==> config.mk <==
export PLATFORM = sky130hd
export DESIGN_NAME = regcmd_port
export DESIGN_NICKNAME = d
export VERILOG_FILES = /design/src/rtl/regcmd_pkg.sv /design/src/rtl/regcmd_decode.sv /design/src/rtl/regcmd_regs.sv /design/src/rtl/regcmd_resp.sv /design/src/rtl/regcmd_port.sv
export SDC_FILE = /design/constraint.sdc
export NUM_CORES = 1
export LEC_CHECK = 0
export BUFFER_PORTS_ARGS = -buffer_cell sky130_fd_sc_hd__buf_2
export CAP_MARGIN = 20
export CORE_ASPECT_RATIO = 0.8
export CORE_MARGIN = 4
export CORE_UTILIZATION = 29
export CTS_BUF_LIST = sky130_fd_sc_hd__clkbuf_4 sky130_fd_sc_hd__clkbuf_8
export DETAILED_ROUTE_END_ITERATION = 8
export GPL_TIMING_DRIVEN = 0
export PLACE_DENSITY_LB_ADDON = 0.12
export SYNTH_ARGS = -nofsm -noshare
export SYNTH_HDL_FRONTEND = slang
export SYNTH_SLANG_ARGS = --single-unit
==> constraint.sdc <==
create_clock -name clk_i -period 5.1 [get_ports clk_i]
set_clock_uncertainty 0.1 [all_clocks]
set_input_delay 0.51 -clock clk_i [delete_from_list [all_inputs] [get_ports clk_i]]
set_output_delay 0.51 -clock clk_i [all_outputs]
set_load 0.01 [all_outputs]
==> src/rtl/regcmd_pkg.sv <==
package regcmd_pkg;
  typedef enum logic [3:0] {
    OP_ADDR_LO   = 4'h0,
    OP_ADDR_HI   = 4'h1,
    OP_DATA_LO   = 4'h2,
    OP_DATA_HI   = 4'h3,
    OP_READ      = 4'h4,
    OP_READ_NEXT = 4'h5
  } opcode_e;

  localparam logic [7:0] ID_B0 = 8'hA6;
  localparam logic [7:0] ID_B1 = 8'h55;
  localparam logic [7:0] ID_B2 = 8'hAA;

  localparam logic [7:0] MODE_RUN      = 8'h0D;
  localparam logic [7:0] MODE_HALT     = 8'h11;
  localparam logic [7:0] MODE_READOUT  = 8'h02;
  localparam int         STAT_TRIG_BIT = 5;

  function automatic logic [7:0] id_byte(input logic [1:0] idx);
    case (idx)
      2'd0:    id_byte = ID_B0;
      2'd1:    id_byte = ID_B1;
      default: id_byte = ID_B2;
    endcase
  endfunction
endpackage

==> src/rtl/regcmd_decode.sv <==
module regcmd_decode
  import regcmd_pkg::*;
#(
  parameter int ADDR_W = 8,
  parameter int DATA_W = 8
) (
  input  logic              clk_i,
  input  logic              rst_ni,
  input  logic              take_i,
  input  logic [7:0]        byte_i,
  output logic              wr_en_o,
  output logic [ADDR_W-1:0] wr_addr_o,
  output logic [DATA_W-1:0] wr_data_o,
  output logic              rd_en_o,
  output logic [ADDR_W-1:0] rd_addr_o
);
  localparam int NIB = 4;

  logic [ADDR_W-1:0] addr_q;
  logic [NIB-1:0]    dlo_q;
  opcode_e           op;
  logic [NIB-1:0]    pl;

  assign op = opcode_e'(byte_i[7:4]);
  assign pl = byte_i[3:0];

  always_ff @(posedge clk_i or negedge rst_ni) begin
    if (!rst_ni) begin
      addr_q <= '0;
      dlo_q  <= '0;
    end else if (take_i) begin
      case (op)
        OP_ADDR_LO:   addr_q[NIB-1:0]      <= pl;
        OP_ADDR_HI:   addr_q[ADDR_W-1:NIB] <= pl;
        OP_DATA_LO:   dlo_q                <= pl;
        OP_DATA_HI,
        OP_READ_NEXT: addr_q               <= addr_q + 1'b1;
        default: ;
      endcase
    end
  end

  assign wr_en_o   = take_i && (op == OP_DATA_HI);
  assign wr_addr_o = addr_q;
  assign wr_data_o = {pl, dlo_q};
  assign rd_en_o   = take_i && ((op == OP_READ) || (op == OP_READ_NEXT));
  assign rd_addr_o = addr_q;
endmodule

==> src/rtl/regcmd_regs.sv <==
module regcmd_regs
  import regcmd_pkg::*;
#(
  parameter int ADDR_W = 8,
  parameter int POS_W  = 24,
  parameter int NREGS  = 16
) (
  input  logic              clk_i,
  input  logic              rst_ni,
  input  logic              wr_en_i,
  input  logic [ADDR_W-1:0] wr_addr_i,
  input  logic [7:0]        wr_data_i,
  input  logic              rd_en_i,
  input  logic [ADDR_W-1:0] rd_addr_i,
  output logic [7:0]        rd_data_o,
  input  logic [POS_W-1:0]  trig_pos_i,
  input  logic [POS_W-1:0]  stop_pos_i,
  input  logic              trig_fired_i,
  output logic              capture_o,
  output logic              readout_o
);
  localparam int POS_N    = 2 * (POS_W / 8);
  localparam int MODE_IDX = POS_N;
  localparam int SCR_BASE = POS_N + 1;
  localparam int NSCR     = NREGS - SCR_BASE;
  localparam logic [ADDR_W-1:0] MODE_ADDR = ADDR_W'(MODE_IDX);

  logic [2*POS_W-1:0] live, snap_q;
  logic [7:0]         scr_q [NSCR];
  logic               capture_q, readout_q;

  assign live = {stop_pos_i, trig_pos_i};

  // snapshot on the burst's first byte keeps all six bytes coherent
  always_ff @(posedge clk_i or negedge rst_ni) begin
    if (!rst_ni) snap_q <= '0;
    else if (rd_en_i && rd_addr_i == '0) snap_q <= live;
  end

  always_ff @(posedge clk_i or negedge rst_ni) begin
    if (!rst_ni) begin
      capture_q <= 1'b0;
      readout_q <= 1'b0;
    end else if (wr_en_i && wr_addr_i == MODE_ADDR) begin
      case (wr_data_i)
        MODE_RUN:     begin capture_q <= 1'b1; readout_q <= 1'b0; end
        MODE_HALT:    capture_q <= 1'b0;
        MODE_READOUT: begin capture_q <= 1'b0; readout_q <= 1'b1; end
        default: ;
      endcase
    end
  end

  for (genvar g = 0; g < NSCR; g++) begin : g_scr
    localparam logic [ADDR_W-1:0] MY_ADDR = ADDR_W'(SCR_BASE + g);
    always_ff @(posedge clk_i or negedge rst_ni) begin
      if (!rst_ni) scr_q[g] <= '0;
      else if (wr_en_i && wr_addr_i == MY_ADDR) scr_q[g] <= wr_data_i;
    end
  end

  always_comb begin
    rd_data_o = '0;
    if (rd_addr_i == '0) rd_data_o = live[7:0];
    for (int b = 1; b < POS_N; b++)
      if (rd_addr_i == ADDR_W'(b)) rd_data_o = snap_q[8*b +: 8];
    if (rd_addr_i == MODE_ADDR) begin
      rd_data_o[0]             = capture_q;
      rd_data_o[1]             = readout_q;
      rd_data_o[STAT_TRIG_BIT] = trig_fired_i;
    end
    for (int s = 0; s < NSCR; s++)
      if (rd_addr_i == ADDR_W'(SCR_BASE + s)) rd_data_o = scr_q[s];
  end

  assign capture_o = capture_q;
  assign readout_o = readout_q;
endmodule

==> src/rtl/regcmd_resp.sv <==
module regcmd_resp
  import regcmd_pkg::*;
(
  input  logic       clk_i,
  input  logic       rst_ni,
  input  logic       rd_en_i,
  input  logic [7:0] rd_data_i,
  input  logic       rsp_ready_i,
  output logic       rsp_valid_o,
  output logic [7:0] rsp_data_o
);
  logic [1:0] id_cnt_q;
  logic       id_done_q;
  logic       valid_q;
  logic [7:0] data_q;

  always_ff @(posedge clk_i or negedge rst_ni) begin
    if (!rst_ni) begin
      valid_q   <= 1'b1;
      data_q    <= ID_B0;
      id_cnt_q  <= 2'd1;
      id_done_q <= 1'b0;
    end else if (valid_q && rsp_ready_i) begin
      if (!id_done_q && id_cnt_q != 2'd3) begin
        data_q   <= id_byte(id_cnt_q);
        id_cnt_q <= id_cnt_q + 2'd1;
      end else begin
        valid_q   <= 1'b0;
        id_done_q <= 1'b1;
      end
    end else if (rd_en_i) begin
      valid_q <= 1'b1;
      data_q  <= rd_data_i;
    end
  end

  assign rsp_valid_o = valid_q;
  assign rsp_data_o  = data_q;
endmodule

==> src/rtl/regcmd_port.sv <==
module regcmd_port #(
  parameter int ADDR_W = 8,
  parameter int POS_W  = 24,
  parameter int NREGS  = 16
) (
  input  logic             clk_i,
  input  logic             rst_ni,
  input  logic             cmd_valid_i,
  input  logic [7:0]       cmd_data_i,
  output logic             cmd_ready_o,
  output logic             rsp_valid_o,
  output logic [7:0]       rsp_data_o,
  input  logic             rsp_ready_i,
  input  logic [POS_W-1:0] trig_pos_i,
  input  logic [POS_W-1:0] stop_pos_i,
  input  logic             trig_fired_i,
  output logic             capture_o,
  output logic             readout_o
);
  logic              take;
  logic              wr_en, rd_en;
  logic [ADDR_W-1:0] wr_addr, rd_addr;
  logic [7:0]        wr_data, rd_data;

  // one reply slot: stall commands while it is occupied
  assign cmd_ready_o = !rsp_valid_o;
  assign take        = cmd_valid_i && cmd_ready_o;

  regcmd_decode #(.ADDR_W(ADDR_W), .DATA_W(8)) u_decode (
    .clk_i     (clk_i),
    .rst_ni    (rst_ni),
    .take_i    (take),
    .byte_i    (cmd_data_i),
    .wr_en_o   (wr_en),
    .wr_addr_o (wr_addr),
    .wr_data_o (wr_data),
    .rd_en_o   (rd_en),
    .rd_addr_o (rd_addr)
  );

  regcmd_regs #(.ADDR_W(ADDR_W), .POS_W(POS_W), .NREGS(NREGS)) u_regs (
    .clk_i        (clk_i),
    .rst_ni       (rst_ni),
    .wr_en_i      (wr_en),
    .wr_addr_i    (wr_addr),
    .wr_data_i    (wr_data),
    .rd_en_i      (rd_en),
    .rd_addr_i    (rd_addr),
    .rd_data_o    (rd_data),
    .trig_pos_i   (trig_pos_i),
    .stop_pos_i   (stop_pos_i),
    .trig_fired_i (trig_fired_i),
    .capture_o    (capture_o),
    .readout_o    (readout_o)
  );

  regcmd_resp u_resp (
    .clk_i       (clk_i),
    .rst_ni      (rst_ni),
    .rd_en_i     (rd_en),
    .rd_data_i   (rd_data),
    .rsp_ready_i (rsp_ready_i),
    .rsp_valid_o (rsp_valid_o),
    .rsp_data_o  (rsp_data_o)
  );
endmodule

# == Word level (Yosys, flattened, before mapping) ==
# Index checks and enable logic that the tools add are counted.
# op_classes
addsub,2
eq_ne,27
muxes,28
bitwise,1
reduce_logical,38
# ops
operator,n
2-to-1 mux 8 bit,18
"== test 8 x 4 -> 1 bit, second input constant",9
"== test 8 x 3 -> 1 bit, second input constant",4
"== test 8 x 2 -> 1 bit, second input constant",3
AND reduction 2 bit,9
logical AND 1 bit,16
one-hot mux 4 bit (2 select lines),2
one-hot mux 8 bit (2 select lines),1
nonzero test 2 bit,5
"adder 8 x 1 -> 8 bit, second input constant",1
"== test 4 x 2 -> 1 bit, second input constant",2
"== test 4 x 3 -> 1 bit, second input constant",2
"== test 8 x 1 -> 1 bit, second input constant",1
"== test 8 x 5 -> 1 bit, second input constant",1
zero test 8 bit,1
"!= test 2 bit, second input constant",3
"== test 4 x 1 -> 1 bit, second input constant",1
zero test 4 bit,1
2-to-1 mux 1 bit,4
one-hot mux 1 bit (2 select lines),2
OR reduction 2 bit,2
"adder 2 x 1 -> 2 bit, second input constant",1
"== test 2 x 1 -> 1 bit, second input constant",1
zero test 1 bit,2
4 further kinds,4
# totals
ff_bits,146
in_bits,61
word_cells,115

# == Longest topological paths before layout ==
# depth
depth_word,19
ltp_mapped,10

# == Cells and area by module ==
# Synthesis repeated with hierarchy kept, for this count alone.
# hier_totals
hier_cells,576
hier_area_um2,7126.8
# by_module_without_submodules
mod,instances,cells_each,area_per_inst_um2,seq_area_each_um2
regcmd_regs,1,430,5622.9,2852.7
regcmd_decode,1,90,865.8,300.3
regcmd_resp,1,54,628.1,307.8
regcmd_port,1,2,10.0,0.0

# == Least setup slack after synthesis ==
# Ideal clock, no wire load.
# synth_path
path_type,reg2reg
startpoint,"reg u_decode.addr_q[0], in the netlist u_decode.rd_addr_o[0]"
endpoint,reg u_regs.snap_q[10]
setup_ns,0.125
arrival_ns,1.990
required_time_ns,4.875
setup_slack_ns,2.885
stages_incl_launch_ff,8
period_less_slack_ns,2.215
cell_sequence,dfrtp_1 > inv_1 > ha_1 > clkbuf_1 > nand2_1 > nor3_2 > buf_2 > mux2_2
# synth_via
elab_chain_len,2
# synth_rtl
item,line,source
"start, declared",regcmd_decode.sv:19,logic [ADDR_W-1:0] addr_q;
"start signal, assigned by index",regcmd_decode.sv:33,OP_ADDR_LO: addr_q[NIB-1:0] <= pl;
"start signal, assigned by index",regcmd_decode.sv:34,OP_ADDR_HI: addr_q[ADDR_W-1:NIB] <= pl;
"start signal, assigned",regcmd_decode.sv:37,OP_READ_NEXT: addr_q <= addr_q + 1'b1;
zero test 8 bit,regcmd_regs.sv:37,else if (rd_en_i && rd_addr_i == '0) snap_q <= live;
logical AND 1 bit,regcmd_regs.sv:37,
"end signal, assigned",regcmd_regs.sv:37,
"end, declared",regcmd_regs.sv:28,"logic [2*POS_W-1:0] live, snap_q;"
# No other way between the ends.
# A chain may end at the register's enable or synchronous reset.

# == Worst setup path after layout ==
# layout_path
startpoint,"reg u_decode.addr_q[5], in the netlist u_decode.rd_addr_o[5]"
endpoint,"reg u_resp.data_q[5], in the netlist u_resp.rsp_data_o[5]"
# layout_via
elab_chain_len,19
# layout_rtl
item,line,source
zero test 8 bit,regcmd_regs.sv:64,if (rd_addr_i == '0) rd_data_o = live[7:0];
2-to-1 mux 8 bit,regcmd_regs.sv:64,
2-to-1 mux 8 bit (5 in a row),regcmd_regs.sv:66,if (rd_addr_i == ADDR_W'(b)) rd_data_o = snap_q[8*b +: 8];
2-to-1 mux 1 bit,regcmd_regs.sv:67,if (rd_addr_i == MODE_ADDR) begin
2-to-1 mux 8 bit (8 in a row),regcmd_regs.sv:73,if (rd_addr_i == ADDR_W'(SCR_BASE + s)) rd_data_o = scr_q[s];
2-to-1 mux 8 bit *,regcmd_regs.sv:73,
2-to-1 mux 8 bit *,regcmd_resp.sv:31,end else if (rd_en_i) begin
2-to-1 mux 8 bit *,regcmd_resp.sv:23,end else if (valid_q && rsp_ready_i) begin
"end signal, assigned",regcmd_resp.sv:25,data_q <= id_byte(id_cnt_q);
"end signal, assigned",regcmd_resp.sv:33,data_q <= rd_data_i;
"end, declared",regcmd_resp.sv:15,logic [7:0] data_q;
# Mark *: on every way between the ends. The rest lies on a longest branch, timed or not. The select of a mux whose other input is x is not followed.

==> flow_summary.json <==
{
  "clock.fmax_ghz": 0.310,
  "critical_path_class": "register to register",
  "gr-usage-met1": 0.294,
  "post-place-ws_ps": 1920,
  "switchingPower_w": 0.00102,
  "yosysTopAreaCell": "dfrtp_1",
  "die_w_um": 185,
  "antenna_found_initial": 0,
  "whs_path_depth": 3,
  "htreeDepth": 4,
  "cts-root-buf": "clkbuf_8",
  "grt.busiest_layer": "met1",
  "grt_overflow": 0,
  "reg2reg_to": "u_resp.rsp_data_o[5]",
  "ys_seq_area_frac": 0.478,
  "gp_congestion": 0.915,
  "core_um2": 24400,
  "use_met2": 0.282,
  "ir_worst_vdd_mv": 0.134,
  "clock_latency_ps": 460,
  "min_to": "u_regs.snap_q[44]",
  "clock_power_share": 0.341,
  "p_comb_frac": 0.237,
  "syn-num-nets": 764,
  "crit_fanout": 10,
  "grt_pass1_vias": 6334,
  "max-slew-margin-rel": 0.352,
  "antenna_left": 0,
  "arrival_ps": 3480,
  "fin_crit_sh": 0.633,
  "ys_ff_latch": 138,
  "synth_top_cell_area_share": 0.456,
  "io_buffers": 72,
  "cts.clk_slew.worst_paths_ps": 80,
  "required_ps": 5350,
  "drt-vias-per-instance": 5.53,
  "p_seq_frac": 0.422,
  "wl_um": 26000,
  "synthMostInstantiatedCell": "dfrtp_1",
  "finalSetupViolCount": 0,
  "clk_path_buf_depth": 2,
  "ys.warnings.count": 0,
  "r2r_cells": 8,
  "rsz0062_at_grt": "no",
  "postCtsHoldBufs": 1,
  "synth_flop_cell": "dfrtp_1",
  "synth_cell_types": 69,
  "swShare": 0.352,
  "worst_pin_slew_ps": 962,
  "endpoint_kind": "register",
  "fill_cells": 2508,
  "post_cts_buffers": 0,
  "holdWs_ps": 149,
  "hp-class": "primary input to register",
  "syn_area_per_cell_um2": 10.4,
  "wl_per_cell_um": 23.3,
  "placed_area_um2": 8030,
  "p_int_w": 0.00189,
  "drv_slew": 0,
  "start_kind": "register",
  "groute.usage.overall": 0.193,
  "drc": 0,
  "cts_tree": "done",
  "drive_gt1_frac": 0.308,
  "synth_common_cells": "dfrtp_1, mux2_2, nand2_1",
  "drt-initial-drc-count": 651,
  "hp-start": "stop_pos_i[20]",
  "synth_edf_count": 0,
  "syn_area_um2": 7240,
  "cts.sinks": 138,
  "pwr_density_cell_nw_per_um2": 344,
  "initial_core_util": 0.296,
  "synthArstFlopShare": 1.00,
  "rows": 51,
  "tns_ps": 0,
  "fin_ws_ps": 1870,
  "grt_max_degree": 75,
  "hold_viol": 0,
  "min_period_ps": 3230,
  "cts_buffers": 17,
  "io_pins": 73,
  "synthCells": 695,
  "fin_area_um2": 8470,
  "dp.final_hpwl_um": 19100,
  "nets": 857,
  "grt_use_met3": 0.0378,
  "r2r_start": "u_decode.rd_addr_o[5]",
  "maxCapViolations": 0,
  "first_pass_iters": 6,
  "p_leak_nw": 3.81,
  "grt_pass1_wl_um": 39800,
  "die_area_um2": 27600,
  "diodes": 0,
  "status": "finished, final reports clean",
  "cts_resized": 0,
  "vias": 6183,
  "synthTopCellsByArea": "dfrtp_1, mux2_2, nand2_1",
  "syn_to_final_growth_pct": 17.0,
  "reg2reg_slack_ps": 1870,
  "die_h_um": 149
}
-- registers in the layout (all words and copies together) (netlist names) --
signal	cells
u_decode.rd_addr_o	8
u_resp.rsp_data_o	8
u_regs.capture_o	1
u_resp.id_done_q	1
u_decode.dlo_q	4
u_regs.snap_q	40
u_regs.scr_q	72
u_regs.readout_o	1
u_resp.id_cnt_q	2
u_resp.rsp_valid_o	1
-- layer usage --
| layer | vias to the layer above | wire, um |
|---|---|---|
| met5 | - | 0 |
| met4 | 0 | 277 |
| met3 | 24 | 1910 |
| met2 | 232 | 11200 |
| met1 | 3195 | 12600 |
| li1 | 2732 | - |
-- cells in the final DEF, fill, tap and decap left out, types with 9 or more instances in the layout --
master,netlist,layout
o22ai_1,10,10
inv_1,12,12
mux2_2,104,104
a21oi_1,51,51
clkbuf_8,0,19
nor3_1,12,12
nor2b_1,9,9
nor2_1,35,35
clkbuf_1,28,28
o22a_1,9,9
nand3_1,24,24
dfrtp_1,132,132
buf_2,13,84
nand2_1,74,74
o21ai_0,50,50
-- power groups by stage --
stage	clock network, W	registers (W)	logic (W)
after global placement	0	0.00125	0.000667
after CTS	0.00101	0.00123	0.000676
after floorplan	0	0.00123	0.000386
final	0.000992	0.00123	0.000690
after global routing	0.00106	0.00124	0.000740
after detailed placement	0	0.00125	0.000670
-- how the worst max path moves through the flow --
| stage | to | from | slack (ps) | depth (start not counted) |
|---|---|---|---|---|
| 6_report | u_resp.rsp_data_o[5] | u_decode.rd_addr_o[5] | 1870 | 8 |
| 5_1_grt | u_resp.rsp_data_o[5] | u_decode.rd_addr_o[1] | 1730 | 9 |
| 4_1_cts | u_resp.rsp_data_o[5] | u_decode.rd_addr_o[5] | 1900 | 8 |
| 3_5_place_dp | u_resp.rsp_data_o[5] | u_decode.rd_addr_o[5] | 1920 | 8 |
| 3_3_place_gp | u_resp.id_done_q | rst_ni | 1430 | 1 |
| 2_1_floorplan | u_regs.snap_q[10] | u_decode.rd_addr_o[0] | 2890 | 7 |
-- per-stage QoR --
step / util / cells / total power (W)
3_3_place_gp: 0.327 / 1085 / 0.00191
5_1_grt: 0.347 / 1119 / 0.00304
2_1_floorplan: - / 695 / 0.00162
6_report: 0.347 / 1119 / 0.00291
3_5_place_dp: 0.329 / 1086 / 0.00192
4_1_cts: 0.347 / 1119 / 0.00291
-- cell families after synthesis --
group | after synthesis | synth area share
AOI/OAI and AO/OA | 188 | 0.170
xor gates and xnor gates | 2 | 0.00242
adders and majority gates | 8 | 0.0138
buffers and inverters | 57 | 0.0349
DFF | 138 | 0.478
muxes | 106 | 0.165
and+or+nand+nor | 196 | 0.137
-- critical path, stage by stage, from the launching register on --
cell and delay, ps:
dfrtp_1 460, nor4_4 540, buf_2 330, nand2_1 210
buf_2 280, o21ai_0 190, a21oi_1 70, o311ai_0 730
a31oi_1 200
-- area by class of cell --
cell class	instances	area, um^2	area share
clock buffer	22	284	0.0335
clock inverter	10	145	0.0171
buffer	45	208	0.0245
sequential	138	3460	0.409
inverter	12	45.0	0.00532
tap	318	398	0.0470
timing repair buffer	74	404	0.0477
multi-input combinational	500	3530	0.416
Power figures use the tool's default switching activity.
